==> src/rtl/wsgPkg.sv <==
`timescale 1ns/1ps
package wsgPkg;
  typedef enum logic [1:0] {
    MODE_IDLE  = 2'd0,
    MODE_PROG  = 2'd1,
    MODE_ERASE = 2'd2,
    MODE_SUSP  = 2'd3
  } statMode_e;

  typedef struct packed {
    statMode_e mode;
    logic      inRegion;
    logic      clrTog;
    logic      flip6;
    logic      flip2;
  } ctlStb_t;

  localparam int POLL_BIT = 7;
  localparam int TOG_BIT  = 6;
  localparam int ALT_BIT  = 2;
endpackage

==> src/rtl/wsgCtrl.sv <==
`timescale 1ns/1ps
module wsgCtrl
  import wsgPkg::*;
#(
  parameter int AW         = 21,
  parameter int SECT_BITS  = 11,
  parameter int BLOCK_BITS = 15
) (
  input  logic          clk,
  input  logic          rstN,
  input  logic          startStb,
  input  logic          startErase,
  input  logic          doneStb,
  input  logic          suspIn,
  input  logic          suspIsBlock,
  input  logic [AW-1:0] suspAddr,
  input  logic [AW-1:0] rdAddr,
  output ctlStb_t       ctl,
  output logic          busyN
);
  localparam logic [AW-1:0] SECT_MASK  = {AW{1'b1}} << SECT_BITS;
  localparam logic [AW-1:0] BLOCK_MASK = {AW{1'b1}} << BLOCK_BITS;

  logic progActive;
  logic eraseActive;

  always_ff @(posedge clk) begin
    if (!rstN) begin
      progActive  <= 1'b0;
      eraseActive <= 1'b0;
    end else if (startStb) begin
      if (startErase) eraseActive <= 1'b1;
      else            progActive  <= 1'b1;
    end else if (doneStb) begin
      if (progActive) progActive  <= 1'b0;
      else            eraseActive <= 1'b0;
    end
  end

  logic [AW-1:0] addrDiff;
  logic          regionHit;
  statMode_e     modeNow;

  always_comb begin
    addrDiff  = rdAddr ^ suspAddr;
    regionHit = suspIsBlock ? ((addrDiff & BLOCK_MASK) == '0)
                            : ((addrDiff & SECT_MASK) == '0);
    if (progActive)       modeNow = MODE_PROG;
    else if (suspIn)      modeNow = MODE_SUSP;
    else if (eraseActive) modeNow = MODE_ERASE;
    else                  modeNow = MODE_IDLE;
  end

  always_comb begin
    ctl.mode     = modeNow;
    ctl.inRegion = regionHit;
    ctl.clrTog   = startStb;
    ctl.flip6    = (modeNow == MODE_PROG) || (modeNow == MODE_ERASE);
    ctl.flip2    = (modeNow == MODE_ERASE) || ((modeNow == MODE_SUSP) && regionHit);
  end

  assign busyN = !(progActive || (eraseActive && !suspIn));
endmodule

==> src/rtl/wsgDatapath.sv <==
`timescale 1ns/1ps
module wsgDatapath
  import wsgPkg::*;
#(
  parameter int DW = 16
) (
  input  logic          clk,
  input  logic          rstN,
  input  ctlStb_t       ctl,
  input  logic          rdStb,
  input  logic [DW-1:0] arrayData,
  input  logic          progMsb,
  output logic [DW-1:0] dqOut,
  output logic          rdValid
);
  logic tog6;
  logic tog2;
  logic [DW-1:0] statWord;

  always_comb begin
    statWord = arrayData;
    unique case (ctl.mode)
      MODE_PROG: begin
        statWord[POLL_BIT] = ~progMsb;
        statWord[TOG_BIT]  = tog6;
      end
      MODE_ERASE: begin
        statWord[POLL_BIT] = 1'b0;
        statWord[TOG_BIT]  = tog6;
        statWord[ALT_BIT]  = tog2;
      end
      MODE_SUSP: begin
        if (ctl.inRegion) begin
          statWord[POLL_BIT] = 1'b1;
          statWord[TOG_BIT]  = 1'b1;
          statWord[ALT_BIT]  = tog2;
        end
      end
      default: statWord = arrayData;
    endcase
  end

  always_ff @(posedge clk) begin
    if (!rstN) begin
      tog6    <= 1'b0;
      tog2    <= 1'b0;
      dqOut   <= '0;
      rdValid <= 1'b0;
    end else begin
      rdValid <= rdStb;
      if (rdStb) dqOut <= statWord;
      if (ctl.clrTog) begin
        tog6 <= 1'b0;
        tog2 <= 1'b0;
      end else if (rdStb) begin
        if (ctl.flip6) tog6 <= ~tog6;
        if (ctl.flip2) tog2 <= ~tog2;
      end
    end
  end
endmodule

==> src/rtl/wsgTop.sv <==
`timescale 1ns/1ps
module wsgTop
  import wsgPkg::*;
#(
  parameter int DW         = 16,
  parameter int AW         = 21,
  parameter int SECT_BITS  = 11,
  parameter int BLOCK_BITS = 15
) (
  input  logic          clk,
  input  logic          rstN,
  input  logic          startStb,
  input  logic          startErase,
  input  logic          doneStb,
  input  logic          suspIn,
  input  logic          suspIsBlock,
  input  logic [AW-1:0] suspAddr,
  input  logic          rdStb,
  input  logic [AW-1:0] rdAddr,
  input  logic [DW-1:0] arrayData,
  input  logic          progMsb,
  output logic [DW-1:0] dqOut,
  output logic          rdValid,
  output logic          busyN
);
  ctlStb_t ctl;

  wsgCtrl #(.AW(AW), .SECT_BITS(SECT_BITS), .BLOCK_BITS(BLOCK_BITS)) uCtrl (
    .clk(clk), .rstN(rstN), .startStb(startStb), .startErase(startErase),
    .doneStb(doneStb), .suspIn(suspIn), .suspIsBlock(suspIsBlock),
    .suspAddr(suspAddr), .rdAddr(rdAddr), .ctl(ctl), .busyN(busyN)
  );

  wsgDatapath #(.DW(DW)) uData (
    .clk(clk), .rstN(rstN), .ctl(ctl), .rdStb(rdStb), .arrayData(arrayData),
    .progMsb(progMsb), .dqOut(dqOut), .rdValid(rdValid)
  );
endmodule

==> config.mk <==
export PLATFORM = sky130hd
export DESIGN_NAME = wsgTop
export DESIGN_NICKNAME = d
export VERILOG_FILES = /design/src/rtl/wsgPkg.sv /design/src/rtl/wsgCtrl.sv /design/src/rtl/wsgDatapath.sv /design/src/rtl/wsgTop.sv
export SDC_FILE = /design/constraint.sdc
export NUM_CORES = 1
export LEC_CHECK = 0
export BUFFER_PORTS_ARGS = -buffer_cell sky130_fd_sc_hd__buf_2
export CORE_ASPECT_RATIO = 0.9
export CORE_MARGIN = 8
export CORE_UTILIZATION = 39
export CTS_BUF_LIST = sky130_fd_sc_hd__clkbuf_8 sky130_fd_sc_hd__clkbuf_16
export DETAILED_ROUTE_END_ITERATION = 16
export PLACE_DENSITY = 0.88
export SLEW_MARGIN = 20
export SYNTH_ARGS = -nofsm -noshare
export SYNTH_HDL_FRONTEND = slang
export SYNTH_SLANG_ARGS = --single-unit
==> constraint.sdc <==
create_clock -name clk -period 2.13 [get_ports clk]
set_input_delay 0.213 -clock clk [delete_from_list [all_inputs] [get_ports clk]]
set_output_delay 0.213 -clock clk [all_outputs]
set_load 0.01 [all_outputs]
# [Word level (Yosys, flattened, before mapping)]
# Index checks and enable logic that the tools add are counted.
[totals] in_bits=67 mem_count=0 latch_bits=0 ram_bits=0 rom_bits=0 elab_cells=47 output_inout_bits=18 register_bits=21
[classes] mul=0 order_cmp=0 div_mod_pow=0 n_bitwise=5 mux=15 shifts=0 addsub=0 reduce_logical=15 eq_ne=6
[op_table] cell="$logic_not A21 Y1" count=2
[op_table] cell="$xor A21 B21 Y21" count=1
[op_table] cell="$mux W1" count=9
[op_table] cell="$mux W2" count=4
[op_table] cell="$pmux W2 S3" count=1
[op_table] cell="$reduce_and A2 Y1" count=3
[op_table] cell="$eq A2 B2 Y1 const B" count=2
[op_table] cell="$ne A2 B2 Y1 const B" count=2
[op_table] cell="$not A1 Y1" count=4
[op_table] cell="$logic_or A1 B1 Y1" count=3
[op_table] cell="$reduce_and A3 Y1" count=1
[op_table] cell="$eq A2 B1 Y1 const B" count=1
[op_table] cell="$logic_and A1 B1 Y1" count=2
[op_table] cell="$logic_not A1 Y1" count=2
[op_table] cell="$ne A2 B1 Y1 const B" count=1
[op_table] cell="$pmux W1 S2" count=1
[op_table] cell="$reduce_bool A2 Y1" count=1
[op_table] cell="$reduce_or A2 Y1" count=1

# [Depth between registers and ports, before layout]
# Gate-level depths: netlist (run 1).
[logic_depth] depth_word=7 mapped_depth=8 depth_no_buf=8

# [Hierarchy]
# Synthesis (run 1) repeated with hierarchy kept, for this count alone.
[hier_totals] cells_unflattened=111 hier_area_um2=1043.5
[modules_own_cells] mod="wsgDatapath" seq_area_each_um2=380.4 cells_each=74 instances=1 area_per_inst_um2=765.7
[modules_own_cells] mod="wsgCtrl" seq_area_each_um2=40.0 cells_each=37 instances=1 area_per_inst_um2=277.8

# [Worst setup path before layout (run 1)]
# OpenSTA, ideal clock, no wires.
[synth_timing] path_type="register to register" startpoint="register uCtrl.eraseActive" endpoint="register uData.dqOut[2]" t_arrival_ns=1.417 required_ns=2.008 path_slack_ns=0.591 period_less_slack_ns=1.539 path_stages_with_launch=9 setup_time_ns=0.122 n_path_buf=0 path_cell_list="dfxtp_1 -> nor2_1 -> or2_2 -> inv_1 -> ha_1 -> inv_1 -> o211ai_1 -> a31oi_1 -> a311o_1"
[synth_via] elab_chain_cells=5 elab_cells_between_ends=6 cone_classes="2 x eq/ne; 4 x mux"
[synth_rtl] element="start, declared" line_no="wsgCtrl.sv:25" rtl="logic eraseActive;"
[synth_rtl] element="start signal, assigned" line_no="wsgCtrl.sv:30" rtl="eraseActive <= 1'b0;"
[synth_rtl] element="start signal, assigned" line_no="wsgCtrl.sv:32" rtl="if (startErase) eraseActive <= 1'b1;"
[synth_rtl] element="start signal, assigned" line_no="wsgCtrl.sv:36" rtl="else eraseActive <= 1'b0;"
[synth_rtl] element="$mux W2 (*)" line_no="wsgCtrl.sv:50" rtl="else if (eraseActive) modeNow = MODE_ERASE;"
[synth_rtl] element="$mux W2 (*)" line_no="wsgCtrl.sv:49" rtl="else if (suspIn) modeNow = MODE_SUSP;"
[synth_rtl] element="$mux W2 (*)" line_no="wsgCtrl.sv:48" rtl="if (progActive) modeNow = MODE_PROG;"
[synth_rtl] element="$eq A2 B2 Y1" line_no="wsgDatapath.sv:22" rtl="unique case (ctl.mode)"
[synth_rtl] element="$pmux W1 S2 (*)" line_no="wsgDatapath.sv:22"
[synth_rtl] element="end signal, assigned" line_no="wsgDatapath.sv:51" rtl="if (rdStb) dqOut <= statWord;"
[synth_rtl] element="end, declared" line_no="wsgDatapath.sv:13" rtl="output logic [DW-1:0] dqOut,"
# Every way passes the cells marked *; elsewhere a longest branch is shown, timed or not.
# A chain may end at the register's enable or synchronous reset.

# [Worst setup path after layout (run 1)]
# Same ends and word-level chain as after synthesis.

==> results of run 1 <==
cell type report:
class                           instances  area (um2)  area share, %
Clock buffer                            3        41.3           2.78
Clock inverter                          1        3.75          0.253
Inverter                                6        22.5           1.52
Multi-Input combinational cell         84         629           42.4
Sequential cell                        21         420           28.3
Tap cell                               40        50.0           3.37
Timing Repair Buffer                   63         318           21.4
stage by stage:
| step | hold slack [ns] | util, % | setup WS [ns] | cell area, um2 | total power, W |
|---|---|---|---|---|---|
| global route | 0.222 | 54.5 | 0.307 | 1490 | 0.000915 |
| floorplan | 0.372 | - | 0.591 | 1100 | 0.000548 |
| finish | 0.212 | 54.5 | 0.459 | 1490 | 0.000863 |
| CTS | 0.212 | 54.5 | 0.448 | 1490 | 0.000871 |
| detailed placement | 0.481 | 52.8 | 0.478 | 1440 | 0.000629 |
| global placement | 0.470 | 52.8 | 0.484 | 1440 | 0.000624 |
power by group:
| part | total, W | internal [W] | switching (W) | leakage [nW] |
|---|---|---|---|---|
| Combinational | 0.000189 | 0.0000993 | 0.0000896 | 0.532 |
| Sequential | 0.000429 | 0.000417 | 0.0000126 | 0.173 |
| Clock | 0.000245 | 0.000128 | 0.000117 | 0.0269 |
worst min-delay path: cells and delay by family:
family        cells  cell delay, ns
mux               1            0.05
simple gates      1            0.09
buf+inv           1            0.07
registers in the layout, indices dropped and copies added (netlist names):
| signal | cells |
|---|---|
| uData.tog6 | 1 |
| uData.tog2 | 1 |
| uData.rdValid | 1 |
| uCtrl.progActive | 1 |
| uData.dqOut | 16 |
| uCtrl.eraseActive | 1 |
path summary, 6_finish.rpt:
path	cells past startpoint	slack (ns)	start	to
worst max-delay path	8	0.46	uCtrl.eraseActive$_SDFFE_PN0P_	uData.dqOut[2]$_SDFFE_PN0P_
worst max register to register	8	0.46	uCtrl.eraseActive$_SDFFE_PN0P_	uData.dqOut[2]$_SDFFE_PN0P_
worst min-delay path	3	0.21	arrayData[5]	uData.dqOut[5]$_SDFFE_PN0P_
worst min register to register	2	0.51	uData.dqOut[9]$_SDFFE_PN0P_	uData.dqOut[9]$_SDFFE_PN0P_
logic make-up (layout without fill, tap and decap cells):
group	Yosys count	after routing
simple gates	35	35
compound gates	22	22
flops	21	21
mux	13	13
xor+xnor	11	11
buf+inv	11	73
fa+ha+maj	3	3
Yosys cell counts (all sizes together):
cell type / count
a21boi: 2
a21oi: 4
a311o: 1
a311oi: 1
a31o: 2
a31oi: 1
a32oi: 1
a41o: 1
and2: 2
and3: 1
and4: 1
buf: 3
clkbuf: 2
dfxtp: 21
ha: 3
inv: 6
mux2i: 13
nand2: 3
nand2b: 2
nand3: 1
nand3b: 1
nand4: 1
nor2: 3
nor2b: 15
nor3: 1
nor3b: 2
o211ai: 1
o21ai: 7
o221ai: 1
or2: 2
xnor2: 8
xor2: 3
per-layer routing:
layer	global-route usage [%]	wire length, um	vias to the layer above
li1	-	-	522
met2	19.4	1320	35
met4	2.29	19	0
met5	0	0	-
met1	11.7	1100	455
met3	4.70	204	2
==> results_dict.tcl, run 1 <==
set metrics [dict create \
    die_w_um 72.0 \
    crit_fanout 4 \
    fp.coreArea_um2 2730 \
    wl_per_cell_um 12.1 \
    startpoint_type "register" \
    dieArea_um2 4780 \
    holdBufCountCts 0 \
    post_route_cells_drive_above_1_share_pct 40.4 \
    irDropWorstVdd_mv 0.530 \
    setup_viol 0 \
    synth_top_cells_by_area "dfxtp_1, mux2i_1, nor2b_1" \
    critPathSlowestCell "dfxtp_1" \
    place_congestion 0.746 \
    period_needed_ns 1.67 \
    cts_tree "done" \
    clk_latency_ns 0.25 \
    final_common_cell "buf_2" \
    ctsHtreeMaxLevel 1 \
    skew_ns 0.00372 \
    max_stage_delay_ns 0.37 \
    grt_pass1_vias 1010 \
    synth_mux_area_share_pct 11.8 \
    synthCells 116 \
    slew_headroom_pct 74.8 \
    place_inst 214 \
    syn-num-nets 186 \
    cp_top_family "compound AO/OA/AOI/OAI gates" \
    clockBufferDepth 2 \
    cap_violations 0 \
    synth_top_family_by_area "simple AND/OR/NAND/NOR gates" \
    cts.sinks 21 \
    ios 85 \
    drtIter0Drc 46 \
    gr-total-overflow 0 \
    ys_types 36 \
    grt_use_total_pct 10.9 \
    cts_resized 0 \
    p_leak_nw 0.732 \
    synth_seq_cells 21 \
    vias 1014 \
    worst_slew_pin_slew_ns 0.376 \
    syn2layout_area_growth_pct 35.0 \
    instances_no_fill 218 \
    worstPathArrival_ns 1.82 \
    worstSetupEndpointType "register" \
    most-common-layout-cells "buf_2, dfxtp_1, nor2b_1, mux2i_1, xnor2_1" \
    clk_root_buffer_cell "clkbuf_8" \
    yosysSeqAreaShare_pct 38.2 \
    yosysWarningCount 0 \
    path_cells "nor2_1 > or2_2 > inv_1 > ha_1 > inv_1 > o211ai_1 > a31oi_1 > a311o_1" \
    syn_area_um2 1100 \
    path_common_cell "inv_1" \
    firstDrtPassIters 4 \
    grt_max_degree 21 \
    grt_setup_unrepaired "no" \
    finalWirelength_um 2640 \
    synth_top_area_share_pct 38.2 \
    fmax_mhz 598 \
    nNetsFinal 249 \
    antenna_left 0 \
    timing.setup.tns_ns 0 \
    antenna_cells 0 \
    cts_setup_buffers 0 \
    yosys.area.top_type "dfxtp_1" \
    place.detailed.hpwl_um 2180 \
    fillers 274 \
    crit_type "register to register" \
    io_buffers 62 \
    slew_violations 0 \
    rows 18 \
    drc 0 \
    report.final.hold_viol_count 0 \
    cts.clk_slew.worst_paths_ns 0.07 \
    synth-xor-area-share_pct 8.76 \
    finalCritPeriodShare_pct 78.5 \
    die_h_um 66.4 \
    synth_compound_area_share_pct 13.4 \
    antenna_found_initial 0 \
    power_density_nw_per_um2 581 \
    synth-simple-area-share_pct 19.8 \
    critical_path_buf_inv_count 2 \
    synth_area_per_cell_um2 9.48 \
    status "finished clean" \
    synthAdderAreaFrac_pct 3.41 \
    grt_pass1_wl_um 4320 \
    hold_path.class "input port to register" \
    viasPerCell 4.65 \
    crit_required_ns 2.27 \
    start_util_pct 40.4 \
    cts_buffers 3 \
]
Power figures use the tool's default switching activity.
==> inputs of run 2 (changes only) <==
CORE_UTILIZATION = 35   (was 39)
PLACE_DENSITY = 0.84   (was 0.88)
clock period = 1.4 ns   (was 2.13 ns; I/O delays follow)
==> run 2 against run 1 <==
Compared with the run above: the flow now finishes with violations (setup timing); first-iteration DRC count stayed put; sequential share of layout area is 1.3 points lower; final area rose by 5.4%; total power up 57%; critical path depth stayed put; non-clock buffer count is 7 higher; critical endpoint unchanged; largest cell class unchanged; largest power group unchanged; highest routed layer unchanged.
==> results_dict.tcl, run 2 (synthesized netlist as in run 1, its figures left out) <==
set metrics [dict create \
    p_leak_nw 0.765 \
    max_stage_delay_ns 0.33 \
    critPathSlowestCell "dfxtp_2" \
    period_needed_ns 1.45 \
    clk_root_buffer_cell "clkbuf_8" \
    postLayoutCoreUtil_pct 51.8 \
    setup_viol 2 \
    critical_path_buf_inv_count 2 \
    skew_ns 0.00204 \
    die_h_um 69.2 \
    crit_type "register to register" \
    failed_checks "setup timing" \
    slew_headroom_pct 74.8 \
    antenna_left 0 \
    cp_top_family "compound AO/OA/AOI/OAI gates" \
    ios 85 \
    place_inst 222 \
    fp.coreArea_um2 3020 \
    grt_pass1_vias 1052 \
    antenna_found_initial 0 \
    largest_reg_flops 16 \
    viasPerCell 4.59 \
    grt_setup_unrepaired "yes" \
    firstDrtPassIters 4 \
    hold_path.class "input port to register" \
    most-common-layout-cells "buf_2, dfxtp_1, mux2i_1, nor2b_1" \
    start_util_pct 36.4 \
    worst_slack_ns -0.0548 \
    gr-total-overflow 0 \
    wl_per_cell_um 12.7 \
    instances_no_fill 227 \
    vias 1041 \
    place_congestion 0.711 \
    slew_violations 0 \
    io_buffers 62 \
    drtIter0Drc 46 \
    whs_ns 0.138 \
    crit_fanout 3 \
    drc 0 \
    cts.sinks 21 \
    final_common_cell "buf_2" \
    antenna_cells 0 \
    rows 19 \
    nNetsFinal 256 \
    grt_pass1_wl_um 4510 \
    worst_slew_pin_slew_ns 0.376 \
    cts_tree "done" \
    finalCritPeriodShare_pct 104 \
    path_cells "nor2_1 > or2_4 > inv_2 > ha_4 > inv_2 > o211ai_1 > a31oi_1 > a311o_1" \
    report.final.hold_viol_count 0 \
    crit_required_ns 1.55 \
    clk_latency_ns 0.26 \
    regMostFlops "uData.dqOut" \
    worstSetupEndpointType "register" \
    status "finished, violations left" \
    power_density_nw_per_um2 867 \
    cts_buffers 3 \
    p_total_w 0.00136 \
    finalWirelength_um 2880 \
    irDropWorstVdd_mv 0.551 \
    path_common_cell "inv_2" \
    pre_cts_ws_ns -0.0747 \
    cts.clk_slew.worst_paths_ns 0.07 \
    dieArea_um2 5190 \
    post_route_cells_drive_above_1_share_pct 47.0 \
    fmax_mhz 687 \
    ctsHtreeMaxLevel 1 \
    startpoint_type "register" \
    worstPathArrival_ns 1.60 \
    place.detailed.hpwl_um 2370 \
    grt_max_degree 15 \
    clockBufferDepth 2 \
    syn2layout_area_growth_pct 42.3 \
    cap_violations 0 \
    die_w_um 75.1 \
    grt_use_total_pct 11.0 \
]
-- run 2: cell types whose count changed in the layout (fill, tap and decap cells not counted), sizes merged --
cell	before	now
buf	63	70
-- run 2: layout make-up --
cell class	count	area, um2
clock inverter	1	3.75
sequential	21	423
inverter	6	22.5
timing repair buffer	70	370
tap	42	52.6
fill	294	1450
multi-input combinational	84	652
clock buffer	3	41.3
-- run 2: what timing repair did --
action                     in CTS  in global routing
setup buffers                   1                  0
resized for setup               3                  3
setup endpoints to repair       4                  4
pin swaps                       2                  2
hold buffers                    0                  0
-- run 2: worst paths after layout --
check	from	end	slack [ns]	cells after the start
worst min register to register	uData.dqOut[5]$_SDFFE_PN0P_	uData.dqOut[5]$_SDFFE_PN0P_	0.51	2
worst min-delay path	arrayData[11]	uData.dqOut[11]$_SDFFE_PN0P_	0.14	3
worst max-delay path	uCtrl.eraseActive$_SDFFE_PN0P_	uData.dqOut[2]$_SDFFE_PN0P_	-0.05	8
worst max register to register	uCtrl.eraseActive$_SDFFE_PN0P_	uData.dqOut[2]$_SDFFE_PN0P_	-0.05	8
-- run 2: stage by stage --
| step | instance area, um2 | TNS, ns |
|---|---|---|
| after floorplan | 1120 | -0.0168 |
| final | 1570 | -0.0614 |
| after detailed placement | 1510 | -0.130 |
| after CTS | 1560 | -0.0956 |
| after global placement | 1510 | -0.0660 |
| after global routing | 1570 | -0.302 |
-- run 2: metal layers --
metal | routed length, um | GRT usage, % | share of wire [%]
met5 | 0 | 0 | 0
met4 | 34 | 4.57 | 1.2
met3 | 212 | 2.89 | 7.4
met2 | 1470 | 19.5 | 51
met1 | 1160 | 11.6 | 40
-- run 2: worst min-delay path, stage by stage --
cell	delay, ns
buf_2	0.08
mux2i_1	0.05
nor2b_1	0.09
-- run 2: power by group --
group,switching [W],internal [W],total (W)
registers,0.0000182,0.000635,0.000653
logic,0.000149,0.000174,0.000323
clock network,0.000187,0.000195,0.000382
